### config.mk
export PLATFORM = sky130hd
export DESIGN_NAME = dsp_mailbox
export DESIGN_NICKNAME = d
export VERILOG_FILES = /design/src/rtl/mbx_pkg.sv /design/src/rtl/mbx_flag.sv /design/src/rtl/mbx_word.sv /design/src/rtl/mbx_ctrl.sv /design/src/rtl/dsp_mailbox.sv
export SDC_FILE = /design/constraint.sdc
export NUM_CORES = 1
export LEC_CHECK = 0
export CAP_MARGIN = 0
export CORE_AREA = 2 2 68 70
export CTS_CLUSTER_SIZE = 24
export DETAILED_ROUTE_END_ITERATION = 12
export DIE_AREA = 0 0 70 72
export PLACE_DENSITY = 0.95
export SYNTH_ARGS = -nofsm -noshare
export SYNTH_HDL_FRONTEND = slang
export SYNTH_SLANG_ARGS = --single-unit
### constraint.sdc
create_clock -name clk -period 3 [get_ports clk]
set_clock_uncertainty 0.05 [all_clocks]
set_input_delay 0.45 -clock clk [delete_from_list [all_inputs] [get_ports clk]]
set_output_delay 0.45 -clock clk [all_outputs]
set_load 0.02 [all_outputs]
### src/rtl/mbx_pkg.sv
package mbx_pkg;
  localparam int unsigned MBX_AW       = 3;
  localparam int unsigned REG_DATA_IDX = 0;
  localparam int unsigned REG_STAT_IDX = 1;
  localparam int unsigned REG_IEN_IDX  = 3;
  localparam int unsigned NUM_DIRS     = 2;
  localparam int unsigned DIR_H2D      = 0;
  localparam int unsigned DIR_D2H      = 1;

  typedef struct packed {
    logic h2d_full;
    logic d2h_full;
    logic tag;
    logic dsp_en;
    logic hirq;
  } mbx_view_t;
endpackage

### src/rtl/mbx_flag.sv
module mbx_flag (
  input  logic clk,
  input  logic rst_n,
  input  logic set_i,
  input  logic clr_i,
  input  logic kill_i,
  output logic q_o
);
  logic q_d, q_q;

  always_comb begin
    q_d = q_q;
    if (kill_i)     q_d = 1'b0;
    else if (set_i) q_d = 1'b1;
    else if (clr_i) q_d = 1'b0;
  end

  always_ff @(posedge clk or negedge rst_n) begin
    if (!rst_n) q_q <= 1'b0;
    else        q_q <= q_d;
  end

  assign q_o = q_q;
endmodule

### src/rtl/mbx_word.sv
module mbx_word #(
  parameter int unsigned W = 16
) (
  input  logic         clk,
  input  logic         rst_n,
  input  logic         we_i,
  input  logic [W-1:0] d_i,
  output logic [W-1:0] q_o
);
  logic [W-1:0] q_d, q_q;

  always_comb begin
    q_d = q_q;
    if (we_i) q_d = d_i;
  end

  always_ff @(posedge clk or negedge rst_n) begin
    if (!rst_n) q_q <= '0;
    else        q_q <= q_d;
  end

  assign q_o = q_q;
endmodule

### src/rtl/mbx_ctrl.sv
module mbx_ctrl (
  input  logic clk,
  input  logic rst_n,
  input  logic host_wr_i,
  input  logic host_tag_i,
  input  logic ien_we_i,
  input  logic hirq_we_i,
  input  logic wbit_i,
  input  logic ctl_wr_i,
  input  logic ctl_run_i,
  output logic tag_o,
  output logic dsp_en_o,
  output logic hirq_o,
  output logic run_o,
  output logic release_o
);
  logic tag_d, tag_q, en_d, en_q, hirq_d, hirq_q, run_d, run_q;
  logic rel;

  assign rel = ctl_wr_i && ctl_run_i && !run_q;

  always_comb begin
    tag_d  = tag_q;
    en_d   = en_q;
    hirq_d = hirq_q;
    run_d  = run_q;
    if (ctl_wr_i)  run_d  = ctl_run_i;
    if (hirq_we_i) hirq_d = wbit_i;
    if (rel) begin
      tag_d = 1'b0;
      en_d  = 1'b0;
    end else begin
      if (host_wr_i) tag_d = host_tag_i;
      if (ien_we_i)  en_d  = wbit_i;
    end
  end

  always_ff @(posedge clk or negedge rst_n) begin
    if (!rst_n) begin
      tag_q  <= 1'b0;
      en_q   <= 1'b0;
      hirq_q <= 1'b0;
      run_q  <= 1'b0;
    end else begin
      tag_q  <= tag_d;
      en_q   <= en_d;
      hirq_q <= hirq_d;
      run_q  <= run_d;
    end
  end

  assign tag_o     = tag_q;
  assign dsp_en_o  = en_q;
  assign hirq_o    = hirq_q;
  assign run_o     = run_q;
  assign release_o = rel;
endmodule

### src/rtl/dsp_mailbox.sv
module dsp_mailbox
  import mbx_pkg::*;
#(
  parameter int unsigned DATA_W = 16,
  parameter int unsigned ADDR_W = MBX_AW
) (
  input  logic              clk,
  input  logic              rst_n,
  input  logic              host_wr,
  input  logic              host_tag,
  input  logic [DATA_W-1:0] host_wdata,
  input  logic              host_rd,
  output logic [DATA_W-1:0] host_rdata,
  output logic [DATA_W-1:0] host_status,
  output logic              host_irq,
  input  logic              host_ctl_wr,
  input  logic              host_ctl_run,
  output logic              dsp_run,
  input  logic              dsp_rd,
  input  logic              dsp_wr,
  input  logic [ADDR_W-1:0] dsp_addr,
  input  logic [DATA_W-1:0] dsp_wdata,
  output logic [DATA_W-1:0] dsp_rdata,
  output logic              dsp_irq
);
  localparam int unsigned LOW_W = DATA_W - 4;
  localparam logic [ADDR_W-1:0] A_DATA = ADDR_W'(REG_DATA_IDX);
  localparam logic [ADDR_W-1:0] A_STAT = ADDR_W'(REG_STAT_IDX);
  localparam logic [ADDR_W-1:0] A_IEN  = ADDR_W'(REG_IEN_IDX);

  logic              at_data, at_stat, at_ien;
  logic [NUM_DIRS-1:0] f_set, f_clr, f_kill, f_q;
  logic [DATA_W-1:0] h2d_word, d2h_word;
  logic              rel;
  mbx_view_t         v;

  assign at_data = (dsp_addr == A_DATA);
  assign at_stat = (dsp_addr == A_STAT);
  assign at_ien  = (dsp_addr == A_IEN);

  assign f_set[DIR_H2D]  = host_wr;
  assign f_clr[DIR_H2D]  = dsp_rd && at_data;
  assign f_kill[DIR_H2D] = 1'b0;
  assign f_set[DIR_D2H]  = dsp_wr && at_data;
  assign f_clr[DIR_D2H]  = host_rd;
  assign f_kill[DIR_D2H] = rel;

  for (genvar g = 0; g < NUM_DIRS; g++) begin : g_flag
    mbx_flag u_flag (
      .clk    (clk),
      .rst_n  (rst_n),
      .set_i  (f_set[g]),
      .clr_i  (f_clr[g]),
      .kill_i (f_kill[g]),
      .q_o    (f_q[g])
    );
  end

  mbx_word #(.W(DATA_W)) u_h2d_word (
    .clk(clk), .rst_n(rst_n), .we_i(host_wr), .d_i(host_wdata), .q_o(h2d_word)
  );

  mbx_word #(.W(DATA_W)) u_d2h_word (
    .clk(clk), .rst_n(rst_n), .we_i(dsp_wr && at_data), .d_i(dsp_wdata), .q_o(d2h_word)
  );

  mbx_ctrl u_ctrl (
    .clk        (clk),
    .rst_n      (rst_n),
    .host_wr_i  (host_wr),
    .host_tag_i (host_tag),
    .ien_we_i   (dsp_wr && at_ien),
    .hirq_we_i  (dsp_wr && at_stat),
    .wbit_i     (dsp_wdata[1]),
    .ctl_wr_i   (host_ctl_wr),
    .ctl_run_i  (host_ctl_run),
    .tag_o      (v.tag),
    .dsp_en_o   (v.dsp_en),
    .hirq_o     (v.hirq),
    .run_o      (dsp_run),
    .release_o  (rel)
  );

  assign v.h2d_full = f_q[DIR_H2D];
  assign v.d2h_full = f_q[DIR_D2H];

  assign dsp_irq = !((!v.h2d_full && !v.dsp_en) || (v.d2h_full && v.dsp_en));

  assign host_rdata  = d2h_word;
  assign host_irq    = v.hirq;
  assign host_status = {v.h2d_full, v.d2h_full, !v.dsp_en, !v.hirq, {LOW_W{1'b1}}};

  always_comb begin
    dsp_rdata = '0;
    if (at_data)      dsp_rdata = h2d_word;
    else if (at_stat) dsp_rdata = {v.tag, v.h2d_full, v.d2h_full, 1'b0, {LOW_W{1'b1}}};
  end
endmodule

==> results.json <==
{
  "status": "finished clean",
  "drtIter0Drc": 61,
  "peakVddDrop_v": 0.000270,
  "yosys_register_bits": 38,
  "io_buffers": 82,
  "grt_antenna_before_repair": 0,
  "period_minus_slack_ns": 2.76,
  "final_max_slew_viol_count": 0,
  "vias": 1254,
  "hold_class": "primary input to asynchronous set/reset pin",
  "track_usage": 0.159,
  "fmaxAchievable_mhz": 363,
  "die_w_um": 70,
  "rows": 24,
  "yosys-top-cells-area": "dfrtp_1 55%, mux2_2 15%, buf_4 6.5%",
  "maxSlewHeadroom": 0.440,
  "overflow": 0,
  "use_met3": 0.0597,
  "wl_per_cell_um": 14.1,
  "clockRootBuffer": "clkbuf_8",
  "viasPerCell": 4.73,
  "syn_to_final_growth_pct": 51.5,
  "h-tree-depth": 2,
  "ys_warn_count": 0,
  "drive_above_1_share": 0.160,
  "clock_latency_ns": 0.28,
  "hpwl_um": 2830,
  "die_area_um2": 5040,
  "drt-pass1-iter-count": 3,
  "ant_nets": 0,
  "hold_buffers": 0,
  "grt_max_degree": 39,
  "clk_pin_slew_ns": 0.07,
  "met2_usage": 0.265,
  "grt_pass1_vias": 1348,
  "cts_buffer_depth": 2,
  "cts_buffers": 5,
  "cts_tree": "done",
  "finalSetupTns_ns": 0,
  "synth-seq-area-share": 0.551,
  "syn_avg_cell_area_um2": 13.3,
  "antenna_cells": 0,
  "routed_wl_um": 3740,
  "synth.top_cell.area_share": 0.551,
  "cp-start-kind": "primary input",
  "max-cap-violations": 0,
  "required_ns": 2.50,
  "post_cts_buffers": 0,
  "p_leak_nw": 1.19,
  "tightest_slew_ns": 0.840,
  "grt_util_met1": 0.190,
  "yosysUniqueCellTypes": 21,
  "setup_viol": 0,
  "rsz0062_at_grt": "false",
  "grt_pass1_wl_um": 6300,
  "die_y_um": 72,
  "nets": 257,
  "drc_errors": 0,
  "mostFrequentLayoutCells": "81 x clkdlybuf4s50_1, 38 x dfrtp_1, 23 x mux2_2, 13 x a21o_1, 12 x conb_1",
  "core_area_um2": 4260,
  "hold_violations": 0,
  "layout_commonest_cell": "clkdlybuf4s50_1",
  "post-route-period-util": 0.919,
  "start_util": 0.405,
  "dpl_cell_area_um2": 2540,
  "criticalPathCategory": "primary input to primary output",
  "place_congestion": 0.734,
  "critPathMaxFanout": 16,
  "end_kind": "primary output",
  "final_area_um2": 2620,
  "synth_area_um2": 1730,
  "cp.arrival_ns": 2.26,
  "synth.largest_area_cell": "dfrtp_1",
  "crit_path_start": "dsp_addr[0]",
  "rr_startpoint": "u_ctrl.run_o",
  "grt-busiest-layer": "met2",
  "num_io_pins": 95,
  "cts_resized": 0,
  "synth_cells": 130,
  "cts_sinks": 38,
  "power_density_nw_per_um2": 524
}
cell usage after synthesis:
master and number:
a21o_1 13, a21oi_1 2, a22o_1 3, and2_1 2
buf_2 1, buf_4 15, buf_8 1, clkbuf_1 3
conb_1 1, dfrtp_1 38, inv_1 3, mux2_1 10
mux2_2 23, mux2i_1 2, nand2_1 3, nand4b_1 1
nor2_1 5, nor2b_1 1, nor3_4 1, nor3b_2 1
o21ai_0 1
power by group:
part / total [mW] / switching, mW / internal, mW
combinational: 0.421 / 0.189 / 0.232
clock: 0.321 / 0.161 / 0.160
sequential: 0.628 / 0.0388 / 0.590
total: 1.37 / 0.388 / 0.981
final timing paths:
check / end / slack, ns / depth (start not counted)
worst max-delay path: dsp_rdata[14] / 0.24 / 5
worst min-delay path: u_d2h_word.q_o[9] / 0.22 / 1
worst max register to register: u_ctrl.tag_o / 2.12 / 2
worst min register to register: u_d2h_word.q_o[11] / 0.44 / 1
max in group asynchronous: u_h2d_word.q_o[2] / 2.15 / 1
min in group clk: u_d2h_word.q_o[11] / 0.44 / 1
metrics by stage:
stage                     hold slack (ns)  setup slack (ns)  power (mW)  instances  utilization
after floorplan                     0.104              1.19       0.845        141            -
after global placement              0.419             0.279        1.05        258        0.596
after detailed placement            0.427             0.244        1.06        258        0.596
after CTS                           0.243             0.225        1.39        265        0.614
after global routing                0.295             0.150        1.44        265        0.614
final                               0.218             0.243        1.37        265        0.614
sequential cells by signal, summed over array words and instances (netlist names):
| name | count |
|---|---|
| g_flag.u_flag.q_o | 2 |
| u_ctrl.dsp_en_o | 1 |
| u_ctrl.hirq_o | 1 |
| u_ctrl.run_o | 1 |
| u_ctrl.tag_o | 1 |
| u_d2h_word.q_o | 16 |
| u_h2d_word.q_o | 16 |
worst max-delay path, cell delays in order:
cell             delay [ns]
clkdlybuf4s50_1        0.56
nor3b_2                0.22
buf_4                  0.25
a22o_1                 0.18
clkdlybuf4s50_1        0.60
area by class of cell:
class | count | area [um2]
flip-flops and latches | 38 | 951
inverters | 3 | 11.3
clock buffers | 7 | 76.3
multi-input cells | 80 | 662
fillers | 345 | 1650
well taps | 52 | 65.1
repair buffers | 85 | 851
logic make-up after synthesis:
kind of cell | count (synthesis) | synth area share
compound gates | 19 | 0.0804
flops | 38 | 0.551
other cells | 1 | 0.00217
mux | 35 | 0.227
buf+inv | 23 | 0.0898
simple gates | 14 | 0.0500
per-layer routing:
layer  vias up  share of wire
met4         0         0.0086
met1       600           0.41
met2        63           0.49
met5         -              0
met3         5          0.096
li1        586              -
(Power assumes the default switching activity.)
